**config.mk**
```make
export PLATFORM = sky130hd
export DESIGN_NAME = motor_supervisor
export DESIGN_NICKNAME = d
export VERILOG_FILES = /design/src/rtl/motor_sup_pkg.sv /design/src/rtl/sup_keepalive.sv /design/src/rtl/sup_oc_track.sv /design/src/rtl/sup_hold_timer.sv /design/src/rtl/motor_supervisor.sv
export SDC_FILE = /design/constraint.sdc
export NUM_CORES = 1
export LEC_CHECK = 0
export BUFFER_PORTS_ARGS = -buffer_cell sky130_fd_sc_hd__buf_2
export CORE_MARGIN = 4
export CORE_UTILIZATION = 66
export CTS_CLUSTER_SIZE = 30
export DETAILED_ROUTE_END_ITERATION = 8
export MAX_ROUTING_LAYER = met4
export PLACE_DENSITY_LB_ADDON = 0.08
export SLEW_MARGIN = 20
export SYNTH_ARGS = -nofsm -noshare
export SYNTH_HDL_FRONTEND = slang
export SYNTH_SLANG_ARGS = --single-unit
```
**constraint.sdc**
```tcl
create_clock -name clk -period 3.7 [get_ports clk]
set_input_delay 0.37 -clock clk [delete_from_list [all_inputs] [get_ports clk]]
set_output_delay 0.37 -clock clk [all_outputs]
set_load 0.005 [all_outputs]
```
**src/rtl/motor_sup_pkg.sv**
```systemverilog
package motor_sup_pkg;
  typedef enum logic [1:0] {
    ST_SLEEP = 2'b00,
    ST_RUN   = 2'b01,
    ST_FAULT = 2'b10
  } sup_state_t;

  typedef enum logic [1:0] {
    FK_OV   = 2'b00,
    FK_HOLD = 2'b01,
    FK_LOCK = 2'b10
  } fault_kind_t;
endpackage

```
**src/rtl/sup_keepalive.sv**
```systemverilog
module sup_keepalive #(
  parameter int LIMIT = 2048
) (
  input  logic clk,
  input  logic rst_n,
  input  logic tick,
  output logic alive
);
  localparam int CW = $clog2(LIMIT + 1);
  localparam logic [CW-1:0] LIM = CW'(LIMIT);

  logic [CW-1:0] age_q;

  always_ff @(posedge clk) begin
    if (!rst_n)        age_q <= LIM;
    else if (tick)     age_q <= '0;
    else if (age_q != LIM) age_q <= age_q + 1'b1;
  end

  assign alive = (age_q != LIM);

  p_age_bound_r5: assert property (@(posedge clk) disable iff (!rst_n)
    age_q <= LIM);
  p_tick_alive_r5: assert property (@(posedge clk) disable iff (!rst_n)
    tick |=> alive);
endmodule

```
**src/rtl/sup_oc_track.sv**
```systemverilog
module sup_oc_track #(
  parameter int OC_PULSES = 64000
) (
  input  logic clk,
  input  logic rst_n,
  input  logic clr_all,
  input  logic run_active,
  input  logic pulse_stb,
  input  logic oc_flag,
  output logic trip,
  output logic retried
);
  localparam int CW = $clog2(OC_PULSES + 1);
  localparam logic [CW-1:0] LAST = CW'(OC_PULSES - 1);

  logic [CW-1:0] oc_cnt_q;
  logic [CW-1:0] clean_cnt_q;
  logic          retried_q;
  logic          oc_pulse, clean_pulse, clean_done;

  assign oc_pulse    = run_active && pulse_stb && oc_flag;
  assign clean_pulse = run_active && pulse_stb && !oc_flag;
  assign trip        = oc_pulse && (oc_cnt_q == LAST);
  assign clean_done  = clean_pulse && (clean_cnt_q == LAST);
  assign retried     = retried_q;

  always_ff @(posedge clk) begin
    if (!rst_n || !run_active) begin
      oc_cnt_q    <= '0;
      clean_cnt_q <= '0;
    end else if (oc_pulse) begin
      oc_cnt_q    <= trip ? '0 : oc_cnt_q + 1'b1;
      clean_cnt_q <= '0;
    end else if (clean_pulse) begin
      oc_cnt_q    <= '0;
      clean_cnt_q <= clean_done ? '0 : clean_cnt_q + 1'b1;
    end
  end

  always_ff @(posedge clk) begin
    if (!rst_n || clr_all) retried_q <= 1'b0;
    else if (trip)         retried_q <= 1'b1;
    else if (clean_done)   retried_q <= 1'b0;
  end

  p_oc_bound_r6: assert property (@(posedge clk) disable iff (!rst_n)
    oc_cnt_q <= LAST);
  p_clean_reset_r6: assert property (@(posedge clk) disable iff (!rst_n)
    clean_pulse |=> oc_cnt_q == '0);
  p_trip_sets_retry_r9: assert property (@(posedge clk) disable iff (!rst_n)
    (trip && !clr_all) |=> retried_q);
endmodule

```
**src/rtl/sup_hold_timer.sv**
```systemverilog
module sup_hold_timer #(
  parameter int HOLD_PULSES = 64000
) (
  input  logic clk,
  input  logic rst_n,
  input  logic active,
  input  logic pulse_stb,
  output logic done
);
  localparam int CW = $clog2(HOLD_PULSES + 1);
  localparam logic [CW-1:0] LAST = CW'(HOLD_PULSES - 1);

  logic [CW-1:0] cnt_q;

  assign done = active && pulse_stb && (cnt_q == LAST);

  always_ff @(posedge clk) begin
    if (!rst_n || !active || done) cnt_q <= '0;
    else if (pulse_stb)            cnt_q <= cnt_q + 1'b1;
  end

  p_hold_bound_r7: assert property (@(posedge clk) disable iff (!rst_n)
    cnt_q <= LAST);
endmodule

```
**src/rtl/motor_supervisor.sv**
```systemverilog
module motor_supervisor
  import motor_sup_pkg::*;
#(
  parameter int OC_PULSES      = 64000,
  parameter int HOLD_PULSES    = 64000,
  parameter int KEEPALIVE_CLKS = 2048
) (
  input  logic       clk,
  input  logic       rst_n,
  input  logic       cmd_present,
  input  logic       auto_mode,
  input  logic       keep_tick,
  input  logic       uv_flag,
  input  logic       ov_flag,
  input  logic       pulse_stb,
  input  logic       oc_flag,
  output logic       gate_en,
  output logic       soft_start,
  output logic [1:0] state_code
);
  sup_state_t  state_q, state_d;
  fault_kind_t kind_q, kind_d;
  logic        gate_q, soft_q;
  logic        alive, cmd_ok, trip, retried, hold_done;
  logic        in_run, in_sleep, in_hold;

  assign in_run   = (state_q == ST_RUN);
  assign in_sleep = (state_q == ST_SLEEP);
  assign in_hold  = (state_q == ST_FAULT) && (kind_q == FK_HOLD);

  sup_keepalive #(.LIMIT(KEEPALIVE_CLKS)) ka_i (
    .clk(clk), .rst_n(rst_n), .tick(keep_tick), .alive(alive)
  );

  sup_oc_track #(.OC_PULSES(OC_PULSES)) oc_i (
    .clk(clk), .rst_n(rst_n), .clr_all(in_sleep), .run_active(in_run),
    .pulse_stb(pulse_stb), .oc_flag(oc_flag), .trip(trip), .retried(retried)
  );

  sup_hold_timer #(.HOLD_PULSES(HOLD_PULSES)) hold_i (
    .clk(clk), .rst_n(rst_n), .active(in_hold), .pulse_stb(pulse_stb),
    .done(hold_done)
  );

  assign cmd_ok = cmd_present && (!auto_mode || alive);

  always_comb begin
    state_d = state_q;
    kind_d  = kind_q;
    if (!cmd_ok || uv_flag) begin
      state_d = ST_SLEEP;
    end else begin
      unique case (state_q)
        ST_SLEEP: begin
          if (ov_flag) begin
            state_d = ST_FAULT;
            kind_d  = FK_OV;
          end else begin
            state_d = ST_RUN;
          end
        end
        ST_RUN: begin
          if (ov_flag) begin
            state_d = ST_FAULT;
            kind_d  = FK_OV;
          end else if (trip) begin
            state_d = ST_FAULT;
            kind_d  = retried ? FK_LOCK : FK_HOLD;
          end
        end
        ST_FAULT: begin
          unique case (kind_q)
            FK_OV:   if (!ov_flag) state_d = ST_RUN;
            FK_HOLD: begin
              if (hold_done) begin
                if (ov_flag) kind_d = FK_OV;
                else         state_d = ST_RUN;
              end
            end
            default: state_d = ST_FAULT;
          endcase
        end
        default: state_d = ST_SLEEP;
      endcase
    end
  end

  always_ff @(posedge clk) begin
    if (!rst_n) begin
      state_q <= ST_SLEEP;
      kind_q  <= FK_OV;
      gate_q  <= 1'b0;
      soft_q  <= 1'b0;
    end else begin
      state_q <= state_d;
      kind_q  <= kind_d;
      gate_q  <= (state_d == ST_RUN);
      soft_q  <= (state_d == ST_RUN) && (state_q != ST_RUN);
    end
  end

  assign gate_en    = gate_q;
  assign soft_start = soft_q;
  assign state_code = state_q;

  p_gate_run_r10: assert property (@(posedge clk) disable iff (!rst_n)
    gate_q == (state_q == ST_RUN));
  p_no_code3_r10: assert property (@(posedge clk) disable iff (!rst_n)
    state_code != 2'b11);
  p_soft_entry_r2: assert property (@(posedge clk) disable iff (!rst_n)
    soft_q |-> (state_q == ST_RUN));
  p_soft_once_r2: assert property (@(posedge clk) disable iff (!rst_n)
    soft_q |=> !soft_q);
  p_uv_sleep_r3: assert property (@(posedge clk) disable iff (!rst_n)
    uv_flag |=> state_q == ST_SLEEP);
  p_ov_fault_r4: assert property (@(posedge clk) disable iff (!rst_n)
    (ov_flag && cmd_ok && !uv_flag && state_q == ST_RUN) |=> state_q == ST_FAULT);
  p_lock_holds_r8: assert property (@(posedge clk) disable iff (!rst_n)
    (state_q == ST_FAULT && kind_q == FK_LOCK && cmd_ok && !uv_flag)
      |=> (state_q == ST_FAULT && kind_q == FK_LOCK));
endmodule

```
==> results of run 1 <==
-- state kept, by name (all words and copies together) (netlist names) --
register and flops:
oc_i.clean_cnt_q 16, oc_i.retried 1, hold_i.cnt_q 16, oc_i.oc_cnt_q 16, kind_q 2, ka_i.age_q 12, state_code 2, gate_en 1
soft_start 1
-- path summary, 6_finish.rpt --
kind                                                     start                        endpoint  slack (ns)  depth (start not counted)
worst max register to register        state_code[0]$_SDFF_PN0_  oc_i.oc_cnt_q[13]$_SDFFE_PP0P_        1.50                          5
worst min register to register  oc_i.oc_cnt_q[14]$_SDFFE_PP0P_  oc_i.oc_cnt_q[14]$_SDFFE_PP0P_        0.47                          2
worst min-delay path                                 keep_tick     ka_i.age_q[11]$_SDFFE_PN1P_        0.23                          2
worst max-delay path                  state_code[0]$_SDFF_PN0_  oc_i.oc_cnt_q[13]$_SDFFE_PP0P_        1.50                          5
-- power by group through the flow --
| stage | logic [mW] | clock network, mW | registers (mW) |
|---|---|---|---|
| global route | 0.0440 | 0.539 | 0.727 |
| finish | 0.0392 | 0.493 | 0.727 |
| global placement | 0.0385 | 0 | 0.743 |
| detailed placement | 0.0391 | 0 | 0.743 |
| floorplan | 0.0291 | 0 | 0.742 |
| CTS | 0.0393 | 0.508 | 0.727 |
-- final cells by class --
cell class	instances	area (um^2)
Multi-Input combinational cell	298	1790
Fill cell	400	1270
Clock buffer	13	139
Inverter	15	56.3
Tap cell	67	83.8
Clock inverter	3	15.0
Timing Repair Buffer	12	60.1
Sequential cell	67	1340
-- routing by layer --
metal  global-route usage (%)  up-vias  share of wire [%]
met1                     25.7     1239                 45
li1                         -     1380                  -
met2                     37.6       44                 49
met3                     7.22        9                3.7
met4                     6.99        0                1.6
met5                        -        -                  0
-- logic make-up after synthesis --
family	synth area share (%)
fa+ha+maj	1.92
compound gates	8.85
mux	1.23
xor+xnor	10.8
buf+inv	3.66
simple gates	32.3
flops	41.3
-- metrics by stage --
| step | power (mW) | area (um^2) |
|---|---|---|
| floorplan | 0.771 | 3250 |
| global placement | 0.781 | 3330 |
| detailed placement | 0.782 | 3330 |
| CTS | 1.27 | 3490 |
| global route | 1.31 | 3490 |
| finish | 1.26 | 3490 |
-- Yosys cell counts, types with 3 or more instances --
library cell	n
xnor2_1	13
nor3_1	13
mux2i_1	4
nand2b_1	6
and2_1	4
a21oi_1	16
nand3_1	19
buf_2	5
clkbuf_1	5
o21ai_1	5
xor2_1	27
nor2b_1	4
nand4_1	20
o21ai_0	10
and3_1	7
ha_1	5
nor2_1	62
nor3b_1	3
nand2_1	35
nor4_1	5
or3_1	6
dfxtp_1	67
inv_1	15
==> results.json, run 1 <==
{
  "tns_ns": 0,
  "netlist.area_leader.share_pct": 41.3,
  "power.density_nw_per_um2": 361,
  "required_ns": 3.95,
  "pwr-share-comb_pct": 3.1,
  "yosysTopAreaCell": "dfxtp_1",
  "ys_seq_area_share_pct": 41.3,
  "wire_per_inst_um": 12.6,
  "yosysWarnings": 0,
  "gp_congestion": 0.823,
  "synth_cell_types": 55,
  "maxSlewViolCount": 0,
  "cap_violations": 0,
  "num_vias": 2672,
  "grt_pass1_wl_um": 10800,
  "leakagePower_nw": 1.12,
  "drc_errors": 0,
  "final_core_util_pct": 73.3,
  "start_util_pct": 68.4,
  "fp.dieW_um": 78.2,
  "antenna_found_initial": 0,
  "finClkSkew_ns": 0.00490,
  "ys_ff_latch": 67,
  "synthCells": 393,
  "pwr-share-seq_pct": 57.7,
  "pwr-share-clk_pct": 39.2,
  "p_int_mw": 0.979,
  "critPathSlowestCell": "a21oi_1",
  "finalSetupViolCount": 0,
  "port_buffers": 12,
  "die_area_um2": 6110,
  "cp-start-kind": "flop",
  "crit_chain": "nor2b_1, nand2_1, a21oi_1, o21ai_0, o41ai_1",
  "synth_edf_count": 0,
  "mostFrequentLayoutCells": "67 x dfxtp_1, 62 x nor2_1, 35 x nand2_1",
  "layout.nets": 417,
  "track_usage_pct": 22.5,
  "p_sw_share_pct": 22.2,
  "grt_overflow_total": 0,
  "drt_iter0_drc": 152,
  "status": "finished, final reports clean",
  "io_pins": 13,
  "coreArea_um2": 4750,
  "fin_cells": 475,
  "cts.hold.buffers_added": 0,
  "drtPass1Iterations": 4,
  "ys.flop_type": "dfxtp_1",
  "p_switching_mw": 0.280,
  "clk_latency_ns": 0.34,
  "grt_pass1_vias": 2504,
  "max_stage_delay_ns": 0.60,
  "drtAntennaViolNets": 0,
  "cts.sinks": 67,
  "dp.cells": 459,
  "ir_worst_vdd_mv": 0.369,
  "cts_buffer_depth": 2,
  "syn_avg_cell_area_um2": 8.27,
  "dp_hpwl_um": 4270,
  "path_buf_inv": 0,
  "hold_class": "primary input to flop",
  "syn_to_final_growth_pct": 7.24,
  "post_cts_resized": 0,
  "worst_pin_slew_ns": 0.695,
  "fmax_ghz": 0.456,
  "syn_area_um2": 3250,
  "rsz0062_at_grt": "false",
  "drt-vias-per-instance": 5.63,
  "cts_root_buffer": "clkbuf_8",
  "cp_top_family": "compound AO/OA/AOI/OAI gates",
  "pre_cts_slack_ns": 1.59,
  "synth_fp_nets": 407,
  "htreeDepth": 3,
  "crit_type": "flop to flop",
  "crit_fanout": 10,
  "period_needed_ns": 2.20,
  "rows": 25,
  "whs_ns": 0.227,
  "drt_wl_total_um": 5990,
  "cts_tree": "done",
  "slew_headroom_pct": 53.7,
  "antenna_cells": 0,
  "cts_buffers": 9,
  "end_kind": "flop",
  "critPathArrivalTime_ns": 2.44,
  "worst_slack_ns": 1.50,
  "synthArstFlopShare_pct": 0,
  "clkTransAtPathRegs_ns": 0.07,
  "drive_gt1_share_pct": 8.09,
  "final_common_cell": "dfxtp_1",
  "ys_top_cells_by_area": "dfxtp_1 41%, xor2_1 7.3%, nor2_1 7.2%",
  "grt_max_degree": 17,
  "fin_crit_sh_pct": 59.3,
  "die_h_um": 78.2,
  "hold_viol": 0,
  "post_cts_buffers": 0
}
Power figures use the tool's default switching activity.
==> inputs of run 2 (changes only) <==
--- a/config.mk
+++ b/config.mk
@@ -5,9 +5,10 @@
 export SDC_FILE = /design/constraint.sdc
 export NUM_CORES = 1
 export LEC_CHECK = 0
+export ABC_AREA = 1
 export BUFFER_PORTS_ARGS = -buffer_cell sky130_fd_sc_hd__buf_2
 export CORE_MARGIN = 4
-export CORE_UTILIZATION = 66
+export CORE_UTILIZATION = 62
 export CTS_CLUSTER_SIZE = 30
 export DETAILED_ROUTE_END_ITERATION = 8
 export MAX_ROUTING_LAYER = met4
==> constraint.sdc (replaced) <==
create_clock -name clk -period 2.2 [get_ports clk]
set_input_delay 0.22 -clock clk [delete_from_list [all_inputs] [get_ports clk]]
set_output_delay 0.22 -clock clk [all_outputs]
set_load 0.005 [all_outputs]
==> results.json, run 2 <==
{
  "cts_root_buffer": "clkbuf_8",
  "htreeDepth": 3,
  "syn_area_um2": 3660,
  "max_stage_delay_ns": 0.35,
  "critPathArrivalTime_ns": 1.99,
  "cts_buffers": 9,
  "gp_congestion": 0.933,
  "cp-start-kind": "flop",
  "post_cts_buffers": 0,
  "ys_ff_latch": 67,
  "maxSlewViolCount": 0,
  "fillers": 526,
  "worst_slack_ns": 0.442,
  "coreArea_um2": 5610,
  "ys_seq_area_share_pct": 36.7,
  "antenna_cells": 0,
  "clk_latency_ns": 0.34,
  "hold_viol": 0,
  "power.density_nw_per_um2": 554,
  "num_vias": 3441,
  "ir_worst_vdd_mv": 0.356,
  "synth_cell_types": 39,
  "path_buf_inv": 2,
  "die_area_um2": 7190,
  "end_kind": "flop",
  "fin_crit_sh_pct": 79.9,
  "ys.flop_type": "dfxtp_1",
  "drt-vias-per-instance": 5.44,
  "drc_errors": 0,
  "synth_fp_nets": 554,
  "fin_cells": 633,
  "dp.cells": 618,
  "die_h_um": 84.8,
  "grt_overflow_total": 0,
  "yosysTopAreaCell": "dfxtp_1",
  "fmax_ghz": 0.569,
  "rsz0062_at_grt": "false",
  "crit_type": "flop to flop",
  "required_ns": 2.43,
  "finalSetupViolCount": 0,
  "cts.hold.buffers_added": 0,
  "port_buffers": 12,
  "status": "finished, final reports clean",
  "critPathSlowestCell": "dfxtp_1",
  "wire_per_inst_um": 12.4,
  "fp.dieW_um": 84.8,
  "netlist.area_leader.share_pct": 36.7,
  "syn_to_final_growth_pct": 7.63,
  "cp_num_cells": 10,
  "ys_top_cells_by_area": "dfxtp_1 37%, nand2_1 12%, nor2_1 7.7%",
  "period_needed_ns": 1.76,
  "slew_headroom_pct": 56.4,
  "post_cts_resized": 0,
  "cap_violations": 0,
  "drive_gt1_share_pct": 9.27,
  "hold_path_depth": 2,
  "reg2reg_depth": 10,
  "antenna_found_initial": 0,
  "tns_ns": 0,
  "drtPass1Iterations": 4,
  "worst_pin_slew_ns": 0.647,
  "clkTransAtPathRegs_ns": 0.07,
  "drt_wl_total_um": 7820,
  "synth_edf_count": 0,
  "grt_max_degree": 17,
  "track_usage_pct": 24.2,
  "final_common_cell": "nand2_1",
  "synthCells": 540,
  "pre_cts_slack_ns": 0.436,
  "yosysWarnings": 0,
  "io_pins": 13,
  "drt_iter0_drc": 241,
  "syn_avg_cell_area_um2": 6.77,
  "grt_pass1_vias": 3341,
  "cp_top_family": "simple AND/OR/NAND/NOR gates",
  "cts_buffer_depth": 2,
  "dp_hpwl_um": 5730,
  "leakagePower_nw": 1.43,
  "cts.sinks": 67,
  "start_util_pct": 65.2,
  "drtAntennaViolNets": 0,
  "whs_ns": 0.140,
  "finClkSkew_ns": 0.00550,
  "crit_fanout": 16,
  "synthArstFlopShare_pct": 0,
  "reg_top3": "hold_i.cnt_q (16), oc_i.clean_cnt_q (16), oc_i.oc_cnt_q (16)",
  "rows": 27,
  "hold_class": "primary input to flop",
  "finalPower_mw": 2.18,
  "synth_most_common_cell": "nand2_1",
  "grt_pass1_wl_um": 14100,
  "crit_chain": "inv_2, nand3_4, inv_2, nand2_2, nor3_4, nand3_2, nor2_1, nand2_1, nand2_1, nor2_1",
  "cts_tree": "done",
  "mostFrequentLayoutCells": "121 x nand2_1, 75 x nor2_1, 67 x dfxtp_1",
  "layout.nets": 571,
  "yosys-top-cells-count": "121 x nand2_1, 75 x nor2_1, 67 x dfxtp_1, 66 x inv_1, 42 x a21oi_1"
}
run 2: cell count changes in the layout (fill, tap and decap cells not counted), moves of 6 or more:
cell | previous run | this run
inv_1 | 15 | 66
nor2_1 | 62 | 75
nand2b_1 | 6 | 0
a21oi_1 | 16 | 42
xor2_1 | 27 | 11
xnor2_1 | 13 | 6
nand2_1 | 35 | 121
or3_1 | 6 | 0
nand3_1 | 19 | 38
o21ai_0 | 10 | 17
run 2: worst paths after layout:
check / startpoint / to / slack [ns]
min: rst_n / ka_i.age_q[11]$_SDFFE_PN1P_ / 0.14
min reg2reg: hold_i.cnt_q[7]$_SDFFE_PP0P_ / hold_i.cnt_q[7]$_SDFFE_PP0P_ / 0.46
max: state_code[1]$_SDFF_PN0_ / oc_i.clean_cnt_q[7]$_SDFFE_PP0P_ / 0.44
max reg2reg: state_code[1]$_SDFF_PN0_ / oc_i.clean_cnt_q[7]$_SDFFE_PP0P_ / 0.44
run 2: layer usage:
layer | vias to the layer above | wire length, um | GRT usage (%)
li1 | 1792 | - | -
met2 | 72 | 3660 | 38.4
met3 | 19 | 340 | 4.22
met4 | 0 | 195 | 11.9
met5 | - | 0 | -
met1 | 1558 | 3630 | 29.4
run 2: cell type report:
class,instances,area [um^2],share of cell area (%)
inverter,70,263,6.68
clock inverter,3,15.0,0.381
clock buffer,12,145,3.69
tap,72,90.1,2.29
timing repair buffer,14,75.1,1.91
sequential,67,1340,34.1
multi-input combinational,395,2010,51.0
run 2: worst reg2reg max path: stages (launching register included):
cell,delay (ns)
dfxtp_1,0.35
inv_2,0.12
nand3_4,0.23
inv_2,0.14
nand2_2,0.19
nor3_4,0.22
nand3_2,0.10
nor2_1,0.10
nand2_1,0.05
nand2_1,0.11
nor2_1,0.05
run 2: through the flow:
stage          util [%]  cell area (um^2)
6_report           70.2              3940
4_1_cts            70.2              3940
3_3_place_gp       67.3              3780
2_1_floorplan         -              3660
5_1_grt            70.2              3940
3_5_place_dp       67.3              3780
run 2: cells by family after synthesis:
kind of cell    Yosys count  synth area share, %
compound gates           68                 9.99
flops                    67                 36.7
xor+xnor                 17                 4.07
simple gates            305                 39.1
fa+ha+maj                 5                 1.71
buf+inv                  78                 8.45
run 2: power breakdown:
group          switching [mW]  internal, mW  total (mW)
registers             0.00661          1.22        1.23
clock network           0.444         0.429       0.873
logic                  0.0558        0.0261      0.0819
